==> src/rtl/dco_tune_pkg.sv <==
// Shared constants and the control-word type for the oscillator tuning core.
package dco_tune_pkg;
    localparam int STAGE_W     = 8;   // stage word width
    localparam int EXP_W       = 4;   // exponent code width
    localparam int EXP_MAX     = 9;   // highest usable exponent
    localparam int SEL_W       = 3;   // top stage bits selecting ring length
    localparam int BASE_DELAYS = 17;  // ring length at selector 0
    localparam int COARSE_BIT  = 5;   // bit weight of a coarse step
    localparam int LEN_W       = $clog2(BASE_DELAYS + 2 * ((1 << SEL_W) - 1) + 1);
    localparam int HALF_W      = EXP_MAX + 1;

    typedef struct packed {
        logic [STAGE_W-1:0] stage;
        logic [EXP_W-1:0]   expo;
    } ctrl_t;
endpackage

==> src/rtl/dco_ctrl_word.sv <==
// Live control word. It applies fine or coarse steps to the stage word. A carry
// or borrow out of the stage word moves the exponent, which saturates at
// 0 and EXP_MAX. At saturation the stage word clamps instead of wrapping.
// Assumes at most one step per cycle.
module dco_ctrl_word
    import dco_tune_pkg::*;
(
    input  logic  clk,
    input  logic  rst_n,
    input  logic  step_valid,
    input  logic  step_up,
    input  logic  step_coarse,
    output ctrl_t word
);
    logic [STAGE_W:0]   unit_w;
    logic [STAGE_W:0]   sum_w;
    logic [STAGE_W:0]   dif_w;
    ctrl_t              nxt;

    // Compute the next control word from the requested step.
    always_comb begin
        unit_w = step_coarse ? (STAGE_W+1)'(1 << COARSE_BIT) : (STAGE_W+1)'(1);
        sum_w  = {1'b0, word.stage} + unit_w;
        dif_w  = {1'b0, word.stage} - unit_w;
        nxt    = word;
        if (step_valid) begin
            if (step_up) begin
                if (!sum_w[STAGE_W]) begin
                    nxt.stage = sum_w[STAGE_W-1:0];
                end else if (word.expo < EXP_W'(EXP_MAX)) begin
                    nxt.stage = sum_w[STAGE_W-1:0];
                    nxt.expo  = word.expo + 1'b1;
                end else begin
                    nxt.stage = '1;
                end
            end else begin
                if (!dif_w[STAGE_W]) begin
                    nxt.stage = dif_w[STAGE_W-1:0];
                end else if (word.expo != '0) begin
                    nxt.stage = dif_w[STAGE_W-1:0];
                    nxt.expo  = word.expo - 1'b1;
                end else begin
                    nxt.stage = '0;
                end
            end
        end
    end

    // Register the control word.
    always_ff @(posedge clk) begin
        if (!rst_n) word <= '0;
        else        word <= nxt;
    end

    a_r6_exp_cap: assert property (@(posedge clk) disable iff (!rst_n)
        word.expo <= EXP_W'(EXP_MAX));
    a_r4_idle_hold: assert property (@(posedge clk) disable iff (!rst_n)
        !step_valid |=> $stable(word));
    a_r5_exp_only_on_step: assert property (@(posedge clk) disable iff (!rst_n)
        (word.expo != $past(word.expo)) |-> $past(step_valid));
endmodule

==> src/rtl/dco_ring_timer.sv <==
// Ring stand-in. It counts reference ticks and pulses half_done when
// BASE_DELAYS + 2*sel ticks have passed, which is one ring half period.
// Assumes sel changes only on a cycle where half_done was high.
module dco_ring_timer
    import dco_tune_pkg::*;
(
    input  logic             clk,
    input  logic             rst_n,
    input  logic             tick,
    input  logic [SEL_W-1:0] sel,
    output logic             half_done
);
    logic [LEN_W-1:0] len_w;
    logic [LEN_W-1:0] cnt_q;

    // Derive the ring length and the end-of-half strobe.
    always_comb begin
        len_w     = LEN_W'(BASE_DELAYS) + LEN_W'({sel, 1'b0});
        half_done = tick && (cnt_q == len_w - 1'b1);
    end

    // Count ticks within one ring half period.
    always_ff @(posedge clk) begin
        if (!rst_n)         cnt_q <= '0;
        else if (half_done) cnt_q <= '0;
        else if (tick)      cnt_q <= cnt_q + 1'b1;
    end

    a_r2_ring_count_range: assert property (@(posedge clk) disable iff (!rst_n)
        cnt_q < len_w);
    a_r3_no_tick_hold: assert property (@(posedge clk) disable iff (!rst_n)
        !tick |=> $stable(cnt_q));
endmodule

==> src/rtl/dco_pow2_div.sv <==
// Power-of-two divider. It toggles the output every 2^E ring half periods.
// Exponent codes above EXP_MAX are treated as EXP_MAX. period_end marks the
// falling edge of the output, where the next control values may be taken.
module dco_pow2_div
    import dco_tune_pkg::*;
(
    input  logic             clk,
    input  logic             rst_n,
    input  logic             half_done,
    input  logic [EXP_W-1:0] expo,
    output logic             clk_out,
    output logic             period_end
);
    logic [EXP_W-1:0]  eff_w;
    logic [HALF_W-1:0] lim_w;
    logic [HALF_W-1:0] cnt_q;
    logic              flip_w;

    // Clamp the exponent and find the last ring half of an output half.
    always_comb begin
        eff_w      = (expo > EXP_W'(EXP_MAX)) ? EXP_W'(EXP_MAX) : expo;
        lim_w      = (HALF_W'(1) << eff_w) - 1'b1;
        flip_w     = half_done && (cnt_q == lim_w);
        period_end = flip_w && clk_out;
    end

    // Count ring halves and toggle the output clock.
    always_ff @(posedge clk) begin
        if (!rst_n) begin
            cnt_q   <= '0;
            clk_out <= 1'b0;
        end else if (flip_w) begin
            cnt_q   <= '0;
            clk_out <= ~clk_out;
        end else if (half_done) begin
            cnt_q   <= cnt_q + 1'b1;
        end
    end

    a_r2_div_count_range: assert property (@(posedge clk) disable iff (!rst_n)
        cnt_q <= lim_w);
    a_r8_edge_only_on_flip: assert property (@(posedge clk) disable iff (!rst_n)
        !flip_w |=> $stable(clk_out));
endmodule

==> src/rtl/dco_tune_core.sv <==
// Top of the tuning core. It reports the live control word. The word that
// drives the timing is copied from the live word only at the end of a full
// output period, so the output never shows a shortened or stretched pulse.
module dco_tune_core
    import dco_tune_pkg::*;
(
    input  logic               clk,
    input  logic               rst_n,
    input  logic               tick_i,
    input  logic               step_valid_i,
    input  logic               step_up_i,
    input  logic               step_coarse_i,
    output logic               clk_o,
    output logic [STAGE_W-1:0] stage_o,
    output logic [EXP_W-1:0]   expo_o
);
    ctrl_t live_w;
    ctrl_t act_q;
    logic  half_w;
    logic  pend_w;

    dco_ctrl_word u_word (
        .clk         (clk),
        .rst_n       (rst_n),
        .step_valid  (step_valid_i),
        .step_up     (step_up_i),
        .step_coarse (step_coarse_i),
        .word        (live_w)
    );

    dco_ring_timer u_ring (
        .clk       (clk),
        .rst_n     (rst_n),
        .tick      (tick_i),
        .sel       (act_q.stage[STAGE_W-1 -: SEL_W]),
        .half_done (half_w)
    );

    dco_pow2_div u_div (
        .clk        (clk),
        .rst_n      (rst_n),
        .half_done  (half_w),
        .expo       (act_q.expo),
        .clk_out    (clk_o),
        .period_end (pend_w)
    );

    // Take the live control word into the timing path at each period end.
    always_ff @(posedge clk) begin
        if (!rst_n)      act_q <= '0;
        else if (pend_w) act_q <= live_w;
    end

    assign stage_o = live_w.stage;
    assign expo_o  = live_w.expo;

    a_r8_applied_hold: assert property (@(posedge clk) disable iff (!rst_n)
        !pend_w |=> $stable(act_q));
    a_r8_period_end_on_fall: assert property (@(posedge clk) disable iff (!rst_n)
        pend_w |=> $fell(clk_o));
endmodule

==> config.mk <==
export PLATFORM = sky130hd
export DESIGN_NAME = dco_tune_core
export DESIGN_NICKNAME = d
export VERILOG_FILES = /design/src/rtl/dco_tune_pkg.sv /design/src/rtl/dco_ctrl_word.sv /design/src/rtl/dco_ring_timer.sv /design/src/rtl/dco_pow2_div.sv /design/src/rtl/dco_tune_core.sv
export SDC_FILE = /design/constraint.sdc
export NUM_CORES = 1
export LEC_CHECK = 0
export ABC_AREA = 1
export BUFFER_PORTS_ARGS = -buffer_cell sky130_fd_sc_hd__buf_4
export CORE_MARGIN = 2
export CORE_UTILIZATION = 34
export DETAILED_ROUTE_END_ITERATION = 12
export SLEW_MARGIN = 20
export SYNTH_ARGS = -nofsm -noshare
export SYNTH_HDL_FRONTEND = slang
export SYNTH_SLANG_ARGS = --single-unit
export TNS_END_PERCENT = 50
==> constraint.sdc <==
create_clock -name clk -period 1.9 [get_ports clk]
set_input_delay 0.19 -clock clk [delete_from_list [all_inputs] [get_ports clk]]
set_output_delay 0.19 -clock clk [all_outputs]
set_load 0.005 [all_outputs]
==> summary.txt <==
Outcome: finished with violations
Failing checks: negative setup slack
GR Util All Layers: 0.171
I/O Buffers: 18
GRT overflow: 0
HPWL after DPL: 4410 um
Min cycle time layout: 2.04 ns
Final instance area: 3090 um^2
Final RePlAce weighted congestion: 0.891
Total CTS buffers: 5
DRT Pass-1 Iters: 4
CTS sink count: 35
Routed length per instance: 11.7 um
Starting density of the core: 0.350
Max_slew headroom: 0.700
Antenna Cells: 0
Pleak: 1.51 nW
I/O pins: 19
Path depth of the worst reg2reg path: 14
Overall Power: 1.64 mW
DRT iter0 DRCs: 130
Worst setup SP type: flop
Die area: 7680 um^2
Synthesized flop and latch total: 35
Layout cell share with drive strength beyond 1: 0.230
Critical Path End Type: flop
Max H-tree Level: 2
Worst min path class: in2reg
Worst Setup EP: u_div.clk_out
Post-route setup slack: -0.139 ns
Fillers: 694
Die X-Extent: 87.7 um
DR vias/cell: 4.69
FP Rows: 30
Post-synthesis net count: 394
Fin. Hold Viols: 0
Reg2reg start: act_q[2]
Total wire length: 6160 um
Register area share after synthesis: 0.294
Syn_area_per_cell: 6.33 um^2
Root buffer cell: clkbuf_8
Synth-to-layout area growth: 29.9%
Die H: 87.7 um
Max VDD drop: 0.000352 V
TritonCTS clock tree: yes
Reg clk slew, reported paths: 0.07 ns
Unique masters post-synth: 29
Crit path from: act_q[2]
Power per Cell Area: 530 nW/um^2
Worst-path fanout max: 6
Final period utilization: 1.07
Clock skew: 0.00630 ns
Worst-Margin Slew: 0.447 ns
Final Setup Violations: 18
Worst EP required: 2.13 ns
Largest net degree at the start of global routing: 20
Via total after detailed routing: 2467
Post-route DRC: 0
Post-Synthesis Cells: 376
Synthesized area: 2380 um^2
Final net count: 447
Ys Warns: 0
First-pass GRT wire length: 10500 um
Maximum clock frequency: 0.490 GHz
Final slew viol count: 0
Placed Area: 2830 um^2
Vias in the first global route: 2305
Core Area: 6790 um^2
Register-to-register setup slack: -0.14 ns
Clock tree buffer depth: 2
Initial antenna violation count: 0
Critical path arrival: 2.27 ns
Max Cap Viol: 0
Post-route ant nets: 0
RSZ-0062 raised after global routing: yes
Clock latency on the worst-skew pair: 0.28 ns
Capture point of the worst reg-to-reg path: u_div.clk_out
Critical path class: reg2reg
[sequential cells by signal, indices dropped and copies added, names as in the netlist]
signal	cells
u_div.cnt_q	10
u_ring.cnt_q	5
u_word.word	12
act_q	7
u_div.clk_out	1
[cells by family after synthesis]
group           Yosys count  share of synthesized area
compound gates           41                     0.0894
xor+xnor                 19                     0.0699
fa+ha+maj                12                     0.0662
buf+inv                  57                     0.0941
flops                    35                      0.294
simple gates            212                      0.386
[power breakdown]
group / internal, mW / total (mW) / switching [mW] / leakage (nW)
clock: 0.257 / 0.523 / 0.265 / 0.0422
combinational: 0.148 / 0.327 / 0.180 / 1.18
sequential: 0.757 / 0.787 / 0.0309 / 0.287
total: 1.16 / 1.64 / 0.476 / 1.51
[metal layers]
layer / vias to the layer above / part of all wire / global-route usage
met4: 0 / 0.0078 / 0.0587
met3: 4 / 0.029 / 0.0358
li1: 1307 / - / -
met1: 1122 / 0.49 / 0.216
met2: 34 / 0.48 / 0.290
met5: - / 0 / 0
[critical path, cell delays in order, from the launching register on]
cell and delay [ns]:
dfxtp_4 0.36, inv_2 0.05, nand4_1 0.18, ha_4 0.25, nand2_2 0.07, inv_2 0.04
nor2_4 0.07, nor2_1 0.05, nor2_1 0.10, nand2_1 0.09, nor3_4 0.22, buf_6 0.14
and2_4 0.21, nor2_1 0.06, nor2_1 0.10
[cell type report]
cell class	instances	area [um^2]	area share
timing repair buffer	52	402	0.130
clock inverter	1	5.00	0.00162
inverter	49	184	0.0595
multi-input combinational	286	1590	0.516
clock buffer	7	76.3	0.0247
tap	96	120	0.0389
sequential	35	709	0.230
[synth_stat cells, drive strengths merged]
| cell type | count | share of area |
|---|---|---|
| fa | 1 | 0.0084 |
| and2 | 1 | 0.0026 |
| nor2 | 51 | 0.083 |
| xor2 | 18 | 0.066 |
| nand3 | 28 | 0.061 |
| nand4 | 5 | 0.013 |
| inv | 47 | 0.074 |
| ha | 11 | 0.058 |
| o211ai | 1 | 0.0032 |
| nand2 | 105 | 0.17 |
| buf | 3 | 0.0089 |
| nor3 | 11 | 0.025 |
| a21oi | 20 | 0.042 |
| clkinv | 2 | 0.0032 |
| nand3b | 1 | 0.0032 |
| dfxtp | 35 | 0.29 |
| o21ai | 17 | 0.036 |
| o21a | 1 | 0.0032 |
| nor3b | 10 | 0.032 |
| clkbuf | 5 | 0.0079 |
| xnor2 | 1 | 0.0037 |
| a31oi | 2 | 0.0053 |
[how the worst min path moves through the flow]
| stage | depth (start not counted) | end | slack, ns | start |
|---|---|---|---|---|
| final | 3 | u_ring.cnt_q[1] | 0.20 | tick_i |
| after global routing | 3 | act_q[3] | 0.20 | rst_n |
| after CTS | 3 | u_ring.cnt_q[1] | 0.19 | tick_i |
| after detailed placement | 3 | u_ring.cnt_q[1] | 0.49 | tick_i |
| after global placement | 2 | u_word.word[4] | 0.49 | u_word.word[4] |
| after floorplan | 2 | u_word.word[1] | 0.33 | rst_n |
[through the flow]
step	utilization	cells	worst slack [ns]	hold slack, ns	TNS (ns)
floorplan	-	376	0.00971	0.328	0
global route	0.455	526	-0.312	0.204	-4.91
CTS	0.441	525	-0.0703	0.188	-0.845
detailed placement	0.416	511	-0.122	0.489	-0.867
global placement	0.416	511	-0.0804	0.491	-0.465
finish	0.455	526	-0.139	0.198	-1.74
[cell usage in the layout (no fill, tap or decap)]
cell type / synthesis / routed
nand2_1: 104 / 98
buf_4: 0 / 49
nor2_1: 49 / 45
inv_1: 41 / 39
dfxtp_1: 35 / 30
nand3_1: 27 / 25
a21oi_1: 20 / 19
xor2_1: 18 / 18
o21ai_0: 16 / 14
nor3_1: 10 / 10
ha_1: 11 / 10
inv_2: 6 / 8
nand2_2: 1 / 7
nor3b_2: 0 / 6
nand4_1: 5 / 5
clkbuf_8: 0 / 5
nor3b_1: 10 / 4
dfxtp_2: 0 / 4
nor2_2: 2 / 3
o21ai_1: 1 / 3
nor2_4: 0 / 3
buf_6: 1 / 3
nand3_2: 1 / 2
clkinv_1: 2 / 2
a31oi_1: 2 / 2
nand3_4: 0 / 2
and2_4: 0 / 2
clkbuf_1: 5 / 2
nand3b_1: 1 / 1
nor3_4: 0 / 1
a21oi_2: 0 / 1
xnor2_1: 1 / 1
o21a_1: 1 / 1
o211ai_1: 1 / 1
fa_1: 1 / 1
ha_4: 0 / 1
dfxtp_4: 0 / 1
clkinv_2: 0 / 1
[what timing repair did]
item,in CTS,in global routing
setup endpoints to repair,18,28
setup buffers,5,1
hold buffers,0,0
pin swaps,5,11
cloned,2,0
gates resized for setup,11,29
Power figures use the tool's default switching activity.
